File: config.mk
export PLATFORM = sky130hd
export DESIGN_NAME = lsu_resp_intg
export DESIGN_NICKNAME = d
export VERILOG_FILES = /design/src/rtl/lsu_intg_pkg.sv /design/src/rtl/lsu_intg_enc.sv /design/src/rtl/lsu_intg_dec.sv /design/src/rtl/lsu_dir_track.sv /design/src/rtl/lsu_resp_intg.sv
export SDC_FILE = /design/constraint.sdc
export NUM_CORES = 1
export LEC_CHECK = 0
export BUFFER_PORTS_ARGS = -buffer_cell sky130_fd_sc_hd__buf_2
export CAP_MARGIN = 10
export CORE_MARGIN = 5
export CORE_UTILIZATION = 35
export CTS_CLUSTER_DIAMETER = 120
export DETAILED_ROUTE_END_ITERATION = 8
export MAX_ROUTING_LAYER = met4
export PLACE_DENSITY = 0.7
export SETUP_SLACK_MARGIN = 0.15
export SYNTH_ARGS = -nofsm -noshare
export SYNTH_HDL_FRONTEND = slang
export SYNTH_SLANG_ARGS = --single-unit
File: constraint.sdc
create_clock -name clk_i -period 4 [get_ports clk_i]
set_clock_uncertainty 0.05 [all_clocks]
set_input_delay 0.8 -clock clk_i [delete_from_list [all_inputs] [get_ports clk_i]]
set_output_delay 0.8 -clock clk_i [all_outputs]
set_load 0.005 [all_outputs]
File: src/rtl/lsu_intg_pkg.sv
// Shared widths, code tables and check-bit arithmetic for the bus integrity code.
// Assumes a 32+7 Hsiao-style code with weight-3 columns and an inverted check field.
package lsu_intg_pkg;

    localparam int DATA_W = 32;
    localparam int CHK_W  = 7;
    localparam int WORD_W = DATA_W + CHK_W;

    // Fixed pattern XORed onto the check field so the all-zero word is not a codeword.
    localparam logic [CHK_W-1:0] INV_PAT = 7'h2A;

    typedef logic [DATA_W-1:0] data_t;
    typedef logic [CHK_W-1:0]  chk_t;
    typedef logic [WORD_W-1:0] word_t;
    typedef logic [DATA_W-1:0][CHK_W-1:0] col_tab_t;

    // Columns: the weight-3 seven-bit values in ascending order, first DATA_W of them.
    function automatic col_tab_t build_cols();
        col_tab_t tab;
        int       n;
        tab = '0;
        n   = 0;
        for (int v = 0; v < (1 << CHK_W); v++) begin
            if ($countones(v[CHK_W-1:0]) == 3 && n < DATA_W) begin
                tab[n] = v[CHK_W-1:0];
                n++;
            end
        end
        return tab;
    endfunction

    localparam col_tab_t COLS = build_cols();

    // Raw (non-inverted) parity of the data bits selected by each check row.
    function automatic chk_t raw_check(data_t d);
        chk_t c;
        c = '0;
        for (int j = 0; j < CHK_W; j++) begin
            for (int i = 0; i < DATA_W; i++) begin
                if (COLS[i][j]) c[j] = c[j] ^ d[i];
            end
        end
        return c;
    endfunction

endpackage

File: src/rtl/lsu_intg_enc.sv
// Check-bit encoder for outgoing store data.
// Assumes the code table of lsu_intg_pkg; purely combinational.
module lsu_intg_enc
    import lsu_intg_pkg::*;
#(
    parameter int DW = DATA_W,
    parameter int CW = CHK_W,
    localparam int WW = DW + CW
) (
    input  logic [DW-1:0] data_i,
    output logic [WW-1:0] word_o
);

    // Build the inverted check field and append it above the data.
    always_comb begin
        word_o = {raw_check(data_i) ^ INV_PAT, data_i};
    end

endmodule

File: src/rtl/lsu_intg_dec.sv
// Syndrome decoder for returned bus words.
// Flags any non-zero syndrome; odd weight is treated as single, even as double.
// Corrects a data bit whose column matches the syndrome. Combinational.
module lsu_intg_dec
    import lsu_intg_pkg::*;
#(
    parameter int DW = DATA_W,
    parameter int CW = CHK_W,
    localparam int WW = DW + CW
) (
    input  logic [WW-1:0] word_i,
    output logic [DW-1:0] data_o,
    output logic [CW-1:0] syndrome_o,
    output logic          single_err_o,
    output logic          double_err_o
);

    logic [DW-1:0] data_raw;
    logic [CW-1:0] chk_raw;
    logic [DW-1:0] flip;

    assign data_raw = word_i[DW-1:0];
    assign chk_raw  = word_i[WW-1:DW];

    // Recompute the parity and compare with the received, de-inverted check field.
    always_comb begin
        syndrome_o = raw_check(data_raw) ^ chk_raw ^ INV_PAT;
    end

    // One correction comparator per data bit.
    for (genvar gi = 0; gi < DW; gi++) begin : g_fix
        assign flip[gi] = (syndrome_o == COLS[gi]);
    end

    // Apply the correction and classify the error by syndrome weight.
    always_comb begin
        data_o       = data_raw ^ flip;
        single_err_o = ^syndrome_o;
        double_err_o = (syndrome_o != '0) && !(^syndrome_o);
    end

endmodule

File: src/rtl/lsu_dir_track.sv
// Outstanding-access tracker: one access at a time, records its direction.
// Assumes the response for an access never arrives in its own handshake cycle.
module lsu_dir_track (
    input  logic clk_i,
    input  logic rst_ni,
    input  logic req_fire_i,
    input  logic req_we_i,
    input  logic resp_fire_i,
    output logic pending_o,
    output logic is_store_o
);

    logic pending_q;
    logic store_q;

    // Set on handshake, clear on the matching response.
    always_ff @(posedge clk_i) begin
        if (!rst_ni) begin
            pending_q <= 1'b0;
        end else if (req_fire_i) begin
            pending_q <= 1'b1;
        end else if (resp_fire_i) begin
            pending_q <= 1'b0;
        end
    end

    // Latch the direction only when a request handshake completes.
    always_ff @(posedge clk_i) begin
        if (!rst_ni) begin
            store_q <= 1'b0;
        end else if (req_fire_i) begin
            store_q <= req_we_i;
        end
    end

    assign pending_o  = pending_q;
    assign is_store_o = store_q;

    // no second handshake while an access is outstanding.
    a_r8_single_outstanding: assert property (@(posedge clk_i) disable iff (!rst_ni)
        pending_q |-> !req_fire_i);

    // direction held until the response returns.
    a_r8_dir_held: assert property (@(posedge clk_i) disable iff (!rst_ni)
        (pending_q && !resp_fire_i) |=> (pending_q && $stable(store_q)));

endmodule

File: src/rtl/lsu_resp_intg.sv
// Top: request-side encoding and direction capture, response-side decoding
// with the error qualified by the recorded direction, and a registered major alert.
// Assumes one outstanding access; responses without an access are ignored.
module lsu_resp_intg
    import lsu_intg_pkg::*;
#(
    parameter int DW = DATA_W,
    parameter int CW = CHK_W,
    localparam int WW = DW + CW
) (
    input  logic          clk_i,
    input  logic          rst_ni,
    input  logic          req_valid_i,
    input  logic          req_we_i,
    input  logic [DW-1:0] req_wdata_i,
    output logic          req_gnt_o,
    output logic          bus_req_o,
    output logic          bus_we_o,
    output logic [WW-1:0] bus_wdata_o,
    input  logic          bus_gnt_i,
    input  logic          bus_rvalid_i,
    input  logic [WW-1:0] bus_rdata_i,
    output logic          lsu_resp_valid_o,
    output logic [DW-1:0] lsu_rdata_o,
    output logic          load_intg_err_o,
    output logic          store_intg_err_o,
    output logic          alert_major_o
);

    logic          pending;
    logic          is_store;
    logic          req_fire;
    logic          resp_fire;
    logic [CW-1:0] syndrome;
    logic          dec_single;
    logic          dec_double;
    logic          alert_q;

    // Forward a request only when nothing is outstanding.
    always_comb begin
        bus_req_o = req_valid_i && !pending;
        bus_we_o  = req_we_i;
        req_fire  = bus_req_o && bus_gnt_i;
        req_gnt_o = req_fire;
        resp_fire = bus_rvalid_i && pending;
    end

    lsu_dir_track i_track (
        .clk_i       (clk_i),
        .rst_ni      (rst_ni),
        .req_fire_i  (req_fire),
        .req_we_i    (req_we_i),
        .resp_fire_i (resp_fire),
        .pending_o   (pending),
        .is_store_o  (is_store)
    );

    lsu_intg_enc #(.DW(DW), .CW(CW)) i_enc (
        .data_i (req_wdata_i),
        .word_o (bus_wdata_o)
    );

    lsu_intg_dec #(.DW(DW), .CW(CW)) i_dec (
        .word_i       (bus_rdata_i),
        .data_o       (lsu_rdata_o),
        .syndrome_o   (syndrome),
        .single_err_o (dec_single),
        .double_err_o (dec_double)
    );

    // Qualify the decoder verdict with the recorded direction; the store side has no checker.
    always_comb begin
        lsu_resp_valid_o = resp_fire;
        load_intg_err_o  = resp_fire && !is_store && (dec_single || dec_double);
        store_intg_err_o = 1'b0;
    end

    // Register the alert OR tree.
    always_ff @(posedge clk_i) begin
        if (!rst_ni) begin
            alert_q <= 1'b0;
        end else begin
            alert_q <= load_intg_err_o;
        end
    end

    assign alert_major_o = alert_q;

    // a store acknowledgement never yields an error.
    a_r3_store_quiet: assert property (@(posedge clk_i) disable iff (!rst_ni)
        (bus_rvalid_i && pending && is_store) |-> !load_intg_err_o);

    // and never an alert on the next cycle.
    a_r3_store_no_alert: assert property (@(posedge clk_i) disable iff (!rst_ni)
        (bus_rvalid_i && pending && is_store) |=> !alert_major_o);

    // any decoder error on a load response is reported.
    a_r4_load_flagged: assert property (@(posedge clk_i) disable iff (!rst_ni)
        (resp_fire && !is_store && syndrome != '0) |-> load_intg_err_o);

    // alert follows a load error by one cycle.
    a_r7_alert_follows: assert property (@(posedge clk_i) disable iff (!rst_ni)
        load_intg_err_o |=> alert_major_o);

    // a response with nothing outstanding is ignored.
    a_r9_unsolicited: assert property (@(posedge clk_i) disable iff (!rst_ni)
        (bus_rvalid_i && !pending) |-> (!lsu_resp_valid_o && !load_intg_err_o));

endmodule

==> summary.md, run 1 <==
| Metric | Value |
|---|---|
| Crit path DAT | `2950 ps` |
| Final setup viols | `0` |
| Core Box Area | `6790 sq um` |
| Period utilization | `95.1%` |
| Fmax | `263 MHz` |
| Final nets | `482` |
| Most frequent cells in the layout | `buf_2, xnor2_1, nand4_1, xnor2_2, xor2_1` |
| PwrDens | `460 nW/um^2` |
| Final hold violations | `0` |
| Gr usage total | `15.8%` |
| Fraction of registers with async set or reset after synthesis | `0%` |
| Die area | `8760 sq um` |
| Area grow syn2layout | `32.7%` |
| Sequential fraction of the synthesis area | `2.46%` |
| Pre-CTS setup slack | `92.7 ps` |
| Hold Path Class | `reg -> reg` |
| Initial antenna violation count | `0` |
| Main area contributors after synthesis | `xnor2_1, buf_4, nand4_1` |
| Fin worst setup slack | `195 ps` |
| Critical Path Fanout Max | `4` |
| Drt initial violations | `76` |
| Clock-pin slew on the worst setup and hold paths | `40 ps` |
| Leakage | `1.45 nW` |
| CP max stage cell | `xnor3_2` |
| Sink Count | `3` |
| CTS tree | `built` |
| Critical path buffers and inverters | `2` |
| Cell accounting for the most synthesized area | `xnor2_1` |
| DRC violations left | `0` |
| DP Wirelength | `6380 um` |
| Die X-Extent | `93.6 um` |
| R2R setup slack | `3050 ps` |
| Final critical path time including I/O delays and setup | `3800 ps` |
| Clock root buffer master | `clkbuf_8` |
| Synthesis-stage register bit count | `3` |
| Ys Warns | `0` |
| Synth unique cells | `30` |
| WP data required | `3150 ps` |
| Mapped cell area | `2450 sq um` |
| Cell family with the largest share of critical-path delay | `XOR/XNOR gates` |
| Largest net degree at the start of global routing | `18` |
| TritonCTS buffer count | `3` |
| Placed Cells incl. Taps | `488` |
| RSZ-0062 raised after global routing | `true` |
| Antenna fix cells | `0` |
| Worst IR drop on VDD | `322 uV` |
| PnR Total Power | `1.49 mW` |
| First-pass GRT wire length | `10900 um` |
| Setup TNS | `0 ps` |
| IO Port Bufs | `153` |
| Die Ht | `93.6 um` |
| CP cell instances | `buf_2, xnor3_2, xnor3_2, xnor2_2, and3_2, nand4_1, xnor2_1, buf_2` |
| CP startpoint kind | `input pin` |
| DRT Pass-1 Iters | `4` |
| Number of vias after detailed routing | `2297` |
| Initial core utilization | `36.0%` |
| Row count | `30` |
| Layout cells sized above 1 | `48.4%` |
| Drt wl/cell | `15.0 um` |
| Primary FF master, synth | `dfxtp_1` |
| H-tree levels | `1` |
| Final ANT Viol Nets | `0` |
| Synth Area per Inst | `8.89 sq um` |
| Later-pin clock latency in the skew report | `220 ps` |
| Max-slew violations | `0` |
| Clock tree buffer depth | `2` |
| Remaining global-route overflow | `0` |
| Area fraction of the dominant cell type after synthesis | `50.1%` |
| EDFF count, synth | `0` |
| CP endpoint kind | `output port` |
| I/O Pins | `155` |
| Total of max-cap violations | `0` |
| GPL Wtd Cong | `0.917` |
| Vias in the first global route | `2253` |
| Hold_ws | `444 ps` |
| Critical path type | `in -> out` |
| Non-filler instance count after layout | `495` |
| Vias/cell | `4.64` |
| Worst path max stage delay | `470 ps` |
| Cts hold-fix bufs | `0` |
| Status | `finished clean` |
| Most common cell after layout, fill and taps aside | `buf_2` |
| Post-synth net total | `357` |
| Gate Count Post-Synth | `275` |
| Routed wire length | `7440 um` |
## path summary, 6_finish.rpt
kind / from / end / cells past startpoint
setup reg to reg: i_track.pending_o / i_track.is_store_o / 5
hold / removal: i_track.is_store_o / alert_major_o / 1
hold reg to reg: i_track.is_store_o / alert_major_o / 1
setup / recovery: bus_rdata_i[17] / lsu_rdata_o[17] / 8
## kinds of logic after synthesis
| family | Yosys count | synth area share [%] |
|---|---|---|
| adder cells (fa/ha/maj) | 5 | 2.56 |
| flip-flops | 3 | 2.46 |
| XOR/XNOR | 168 | 68.1 |
| AO/OA/AOI/OAI | 2 | 0.614 |
| AND/OR/NAND/NOR | 49 | 13.2 |
| buffers and inverters | 47 | 12.8 |
| other | 1 | 0.153 |
## timing repair
action | in CTS | in global routing
endpoints found under the setup margin | 1 | 16
setup buffers | 0 | 3
cloned | 0 | 0
pin swaps | 0 | 18
resized for setup | 1 | 13
## through the flow
stage,cell area [sq um],utilization [%]
2_1_floorplan,2450,-
3_3_place_gp,3080,45.3
3_5_place_dp,3080,45.3
4_1_cts,3130,46.1
5_1_grt,3250,47.8
6_report,3250,47.8
## layer usage
| layer | GRT usage, % | vias up | wire length, um |
|---|---|---|---|
| li1 | - | 1110 | - |
| met1 | 17.8 | 1041 | 2830 |
| met2 | 29.7 | 136 | 3850 |
| met3 | 1.93 | 10 | 612 |
| met4 | 3.25 | 0 | 149 |
| met5 | - | - | 0 |
## Yosys cell counts (2+ instances only)
| master | count |
|---|---|
| nor3_2 | 2 |
| nand4_1 | 22 |
| xnor2_1 | 140 |
| nor3_1 | 2 |
| and3_1 | 2 |
| xnor3_1 | 5 |
| inv_2 | 2 |
| buf_2 | 5 |
| ha_1 | 5 |
| xor2_1 | 13 |
| xnor2_2 | 3 |
| nand3_1 | 10 |
| buf_4 | 35 |
| nand2_1 | 5 |
| inv_1 | 4 |
| dfxtp_1 | 3 |
| xnor3_2 | 3 |
| a21boi_0 | 2 |
## power by group
group          internal (mW)  switching, mW  total, mW  leakage (nW)
combinational          0.603          0.764       1.37          1.40
sequential            0.0314        0.00101     0.0324        0.0245
clock                 0.0684         0.0248     0.0932        0.0228
total                  0.703          0.790       1.49          1.45
## state kept, by name (all words and copies together) (netlist names)
| register | count |
|---|---|
| i_track.is_store_o | 1 |
| alert_major_o | 1 |
| i_track.pending_o | 1 |
## cell type report
type                    count  area (sq um)
inverters                   6          22.5
repair buffers            161           826
well taps                  96           120
fillers                   666          3550
multi-input cells         225          2170
clock buffers               4          45.0
flip-flops and latches      3          60.1
## worst reg2reg max path, delay by kind of cell, from the launching register on
family                 cells  cell delay, ps
flip-flops                 1             320
AND/OR/NAND/NOR            3             290
buffers and inverters      1              70
AO/OA/AOI/OAI              1             140
(Power assumes the default switching activity.)
==> run 2: changes to the inputs <==
--- a/config.mk
+++ b/config.mk
@@ -12,8 +12,9 @@
 export CTS_CLUSTER_DIAMETER = 120
 export DETAILED_ROUTE_END_ITERATION = 8
 export MAX_ROUTING_LAYER = met4
-export PLACE_DENSITY = 0.7
+export PLACE_DENSITY = 0.68
 export SETUP_SLACK_MARGIN = 0.15
 export SYNTH_ARGS = -nofsm -noshare
 export SYNTH_HDL_FRONTEND = slang
+export SYNTH_HIERARCHICAL = 1
 export SYNTH_SLANG_ARGS = --single-unit
==> summary.md, run 2 <==
| Metric | Value |
|---|---|
| Status | `finished, violations left` |
| Failing checks | `negative setup slack` |
| Reg2reg path depth | `4 (-1)` |
| PwrDens | `597 nW/um^2 (+30%)` |
| Crit path DAT | `3530 ps (+580 ps)` |
| Die X-Extent | `97.0 um (+3.6%)` |
| Remaining global-route overflow | `0 (unchanged)` |
| Critical Path Fanout Max | `6 (+2)` |
| DP Wirelength | `7280 um (+14%)` |
| Drt initial violations | `128 (+68%)` |
| Core Box Area | `7290 sq um (+7.3%)` |
| Sink Count | `3 (unchanged)` |
| Drt wl/cell | `18.5 um (+23%)` |
| Vias/cell | `4.88 (+5.3%)` |
| R2r startpoint | `i_track/pending_o` |
| Setup TNS | `-5200 ps (-5200 ps)` |
| Hold Path Depth | `1 (unchanged)` |
| Slew headroom | `48.4%` |
| CTS tree | `built` |
| Post-synth net total | `371 (+3.9%)` |
| Area grow syn2layout | `84.6%` |
| R2R setup slack | `2950 ps (-100 ps)` |
| Sequential share of power | `1.2% (-1.0 points)` |
| Die Ht | `97.0 um (+3.6%)` |
| First-pass GRT wire length | `13500 um (+24%)` |
| Critical path type | `in -> out` |
| Clock root buffer master | `clkbuf_8` |
| I/O Pins | `155 (unchanged)` |
| Final setup viols | `25 (+25)` |
| DP Area | `3790 sq um (+23%)` |
| Final nets | `580 (+20%)` |
| Gate power share | `95.9% (+4.3 points)` |
| Internal power | `1.56 mW (+120%)` |
| Finished layout cell area | `4890 sq um (+50%)` |
| Most common cell after layout, fill and taps aside | `buf_2` |
| Fmax | `228 MHz (-13%)` |
| CP endpoint kind | `output port` |
| TritonCTS buffer count | `3 (unchanged)` |
| Share of total power in the clock network | `2.9% (-3.3 points)` |
| Period utilization | `110% (+14 points)` |
| Critical Path Most Common Cell | `buf_6` |
| RSZ-0062 raised after global routing | `true` |
| Switching part of the total power | `46.5% (-6.4 points)` |
| Fillers | `512 (-23%)` |
| H-tree levels | `1 (unchanged)` |
| Hold Path Class | `reg -> reg` |
| Row count | `31 (+3.3%)` |
| Switch Pwr | `1.36 mW (+72%)` |
| Routed wire length | `11000 um (+48%)` |
| Initial core utilization | `36.3% (+0.29 points)` |
| Mapped cell area | `2650 sq um (+8.2%)` |
| DRT Pass-1 Iters | `4 (unchanged)` |
| Leakage | `2.33 nW (+61%)` |
| Final hold violations | `0 (unchanged)` |
| Number of vias after detailed routing | `2906 (+27%)` |
| Synth Area per Inst | `9.19 sq um (+3.3%)` |
| GPL Wtd Cong | `0.902 (-1.6%)` |
| Initial antenna violation count | `0 (unchanged)` |
| Clock-pin slew on the worst setup and hold paths | `30 ps (about the same)` |
| Most frequent cells in the layout | `buf_2, xnor2_1, buf_4, buf_6, xnor2_2` |
| Worst IR drop on VDD | `314 uV (-2.5%)` |
| Final critical path time including I/O delays and setup | `4380 ps (+579 ps)` |
| R2r endpoint | `i_track/is_store_o` |
| CP max stage cell | `xnor3_1` |
| Later-pin clock latency in the skew report | `210 ps (about the same)` |
| Hold Crit Endpoint | `alert_major_o` |
| PnR Total Power | `2.92 mW (+95%)` |
| Die area | `9400 sq um (+7.3%)` |
| Fin worst setup slack | `-383 ps (-579 ps)` |
| Antenna fix cells | `0 (unchanged)` |
| Max-slew violations | `0 (unchanged)` |
| Vias in the first global route | `2817 (+25%)` |
| CP startpoint kind | `input pin` |
| IO Port Bufs | `153 (unchanged)` |
| Layout cells sized above 1 | `69.4% (+21 points)` |
| Clock tree buffer depth | `2 (unchanged)` |
| WP data required | `3150 ps (about the same)` |
| Pre-CTS setup slack | `-351 ps (-444 ps)` |
| Worst path max stage delay | `420 ps (-50 ps)` |
| Hold_sp | `i_track/is_store_o` |
| Gate Count Post-Synth | `288 (+4.7%)` |
| Gr usage total | `17.6% (+1.9 points)` |
| CP cell instances | `buf_6, xnor3_1, xnor2_2, xnor3_2, xnor2_4, buf_6, buf_6, buf_6, buf_6, buf_6, buf_6, nor3_4, buf_6, nand3_2, xnor2_1, buf_2` |
| Total of max-cap violations | `0 (unchanged)` |
| Worst-margin pin slew | `769 ps` |
| DRC violations left | `0 (unchanged)` |
| Ys Warns | `6 (+6)` |
| Largest net degree at the start of global routing | `12 (-6)` |
| Final ANT Viol Nets | `0 (unchanged)` |
[run 2: power groups by stage]
stage	sequential [mW]	combinational (mW)	clock, mW
global placement	0.0349	1.83	0
CTS	0.0345	2.04	0.0869
detailed placement	0.0349	1.87	0
floorplan	0.0351	1.16	0
global route	0.0347	2.95	0.0919
finish	0.0345	2.80	0.0851
[run 2: layout make-up]
cell class                 count  area, sq um  share of cell area [%]
inverter                       5         21.3                   0.435
timing repair buffer         244         1670                    34.3
multi-input combinational    240         2960                    60.6
tap                           99          124                    2.54
sequential                     3         60.1                    1.23
clock buffer                   4         45.0                   0.922
[run 2: per-layer routing]
metal / wire length, um / GRT usage [%] / part of all wire, % / vias up
li1: - / - / - / 1324
met1: 3730 / 18.8 / 34 / 1362
met2: 6090 / 33.7 / 55 / 175
met3: 693 / 3.09 / 6.3 / 45
met4: 482 / 3.89 / 4.4 / 0
met5: 0 / - / 0 / -
[run 2: worst max-delay path by stage]
stage,startpoint,endpoint,slack [ps],cells past startpoint
2_1_floorplan,bus_rdata_i[5],load_intg_err_o,-50,12
3_3_place_gp,bus_rdata_i[5],load_intg_err_o,-320,14
3_5_place_dp,bus_rdata_i[5],load_intg_err_o,-350,14
4_1_cts,bus_rdata_i[11],load_intg_err_o,-260,14
5_1_grt,bus_rdata_i[14],load_intg_err_o,-530,15
6_report,bus_rdata_i[26],lsu_rdata_o[11],-380,16
[run 2: what timing repair did]
| action | in CTS | in global routing |
|---|---|---|
| setup buffers | 11 | 19 |
| gates resized for setup | 46 | 105 |
| pin swaps | 20 | 60 |
| setup endpoints to repair | 25 | 31 |
| hold buffers | 0 | 0 |
| cloned | 0 | 1 |
[run 2: critical path, delay by kind of cell]
family | cells | cell delay, ps
xor gates and xnor gates | 5 | 1370
buffers and inverters | 9 | 1080
and+or+nand+nor | 2 | 260
[run 2: per-stage QoR]
step	cells	util [%]	hold slack (ps)
final	595	67.0	418
after global routing	595	67.0	429
after CTS	575	57.0	420
after detailed placement	560	52.0	412
after global placement	560	52.0	411
after floorplan	288	-	389
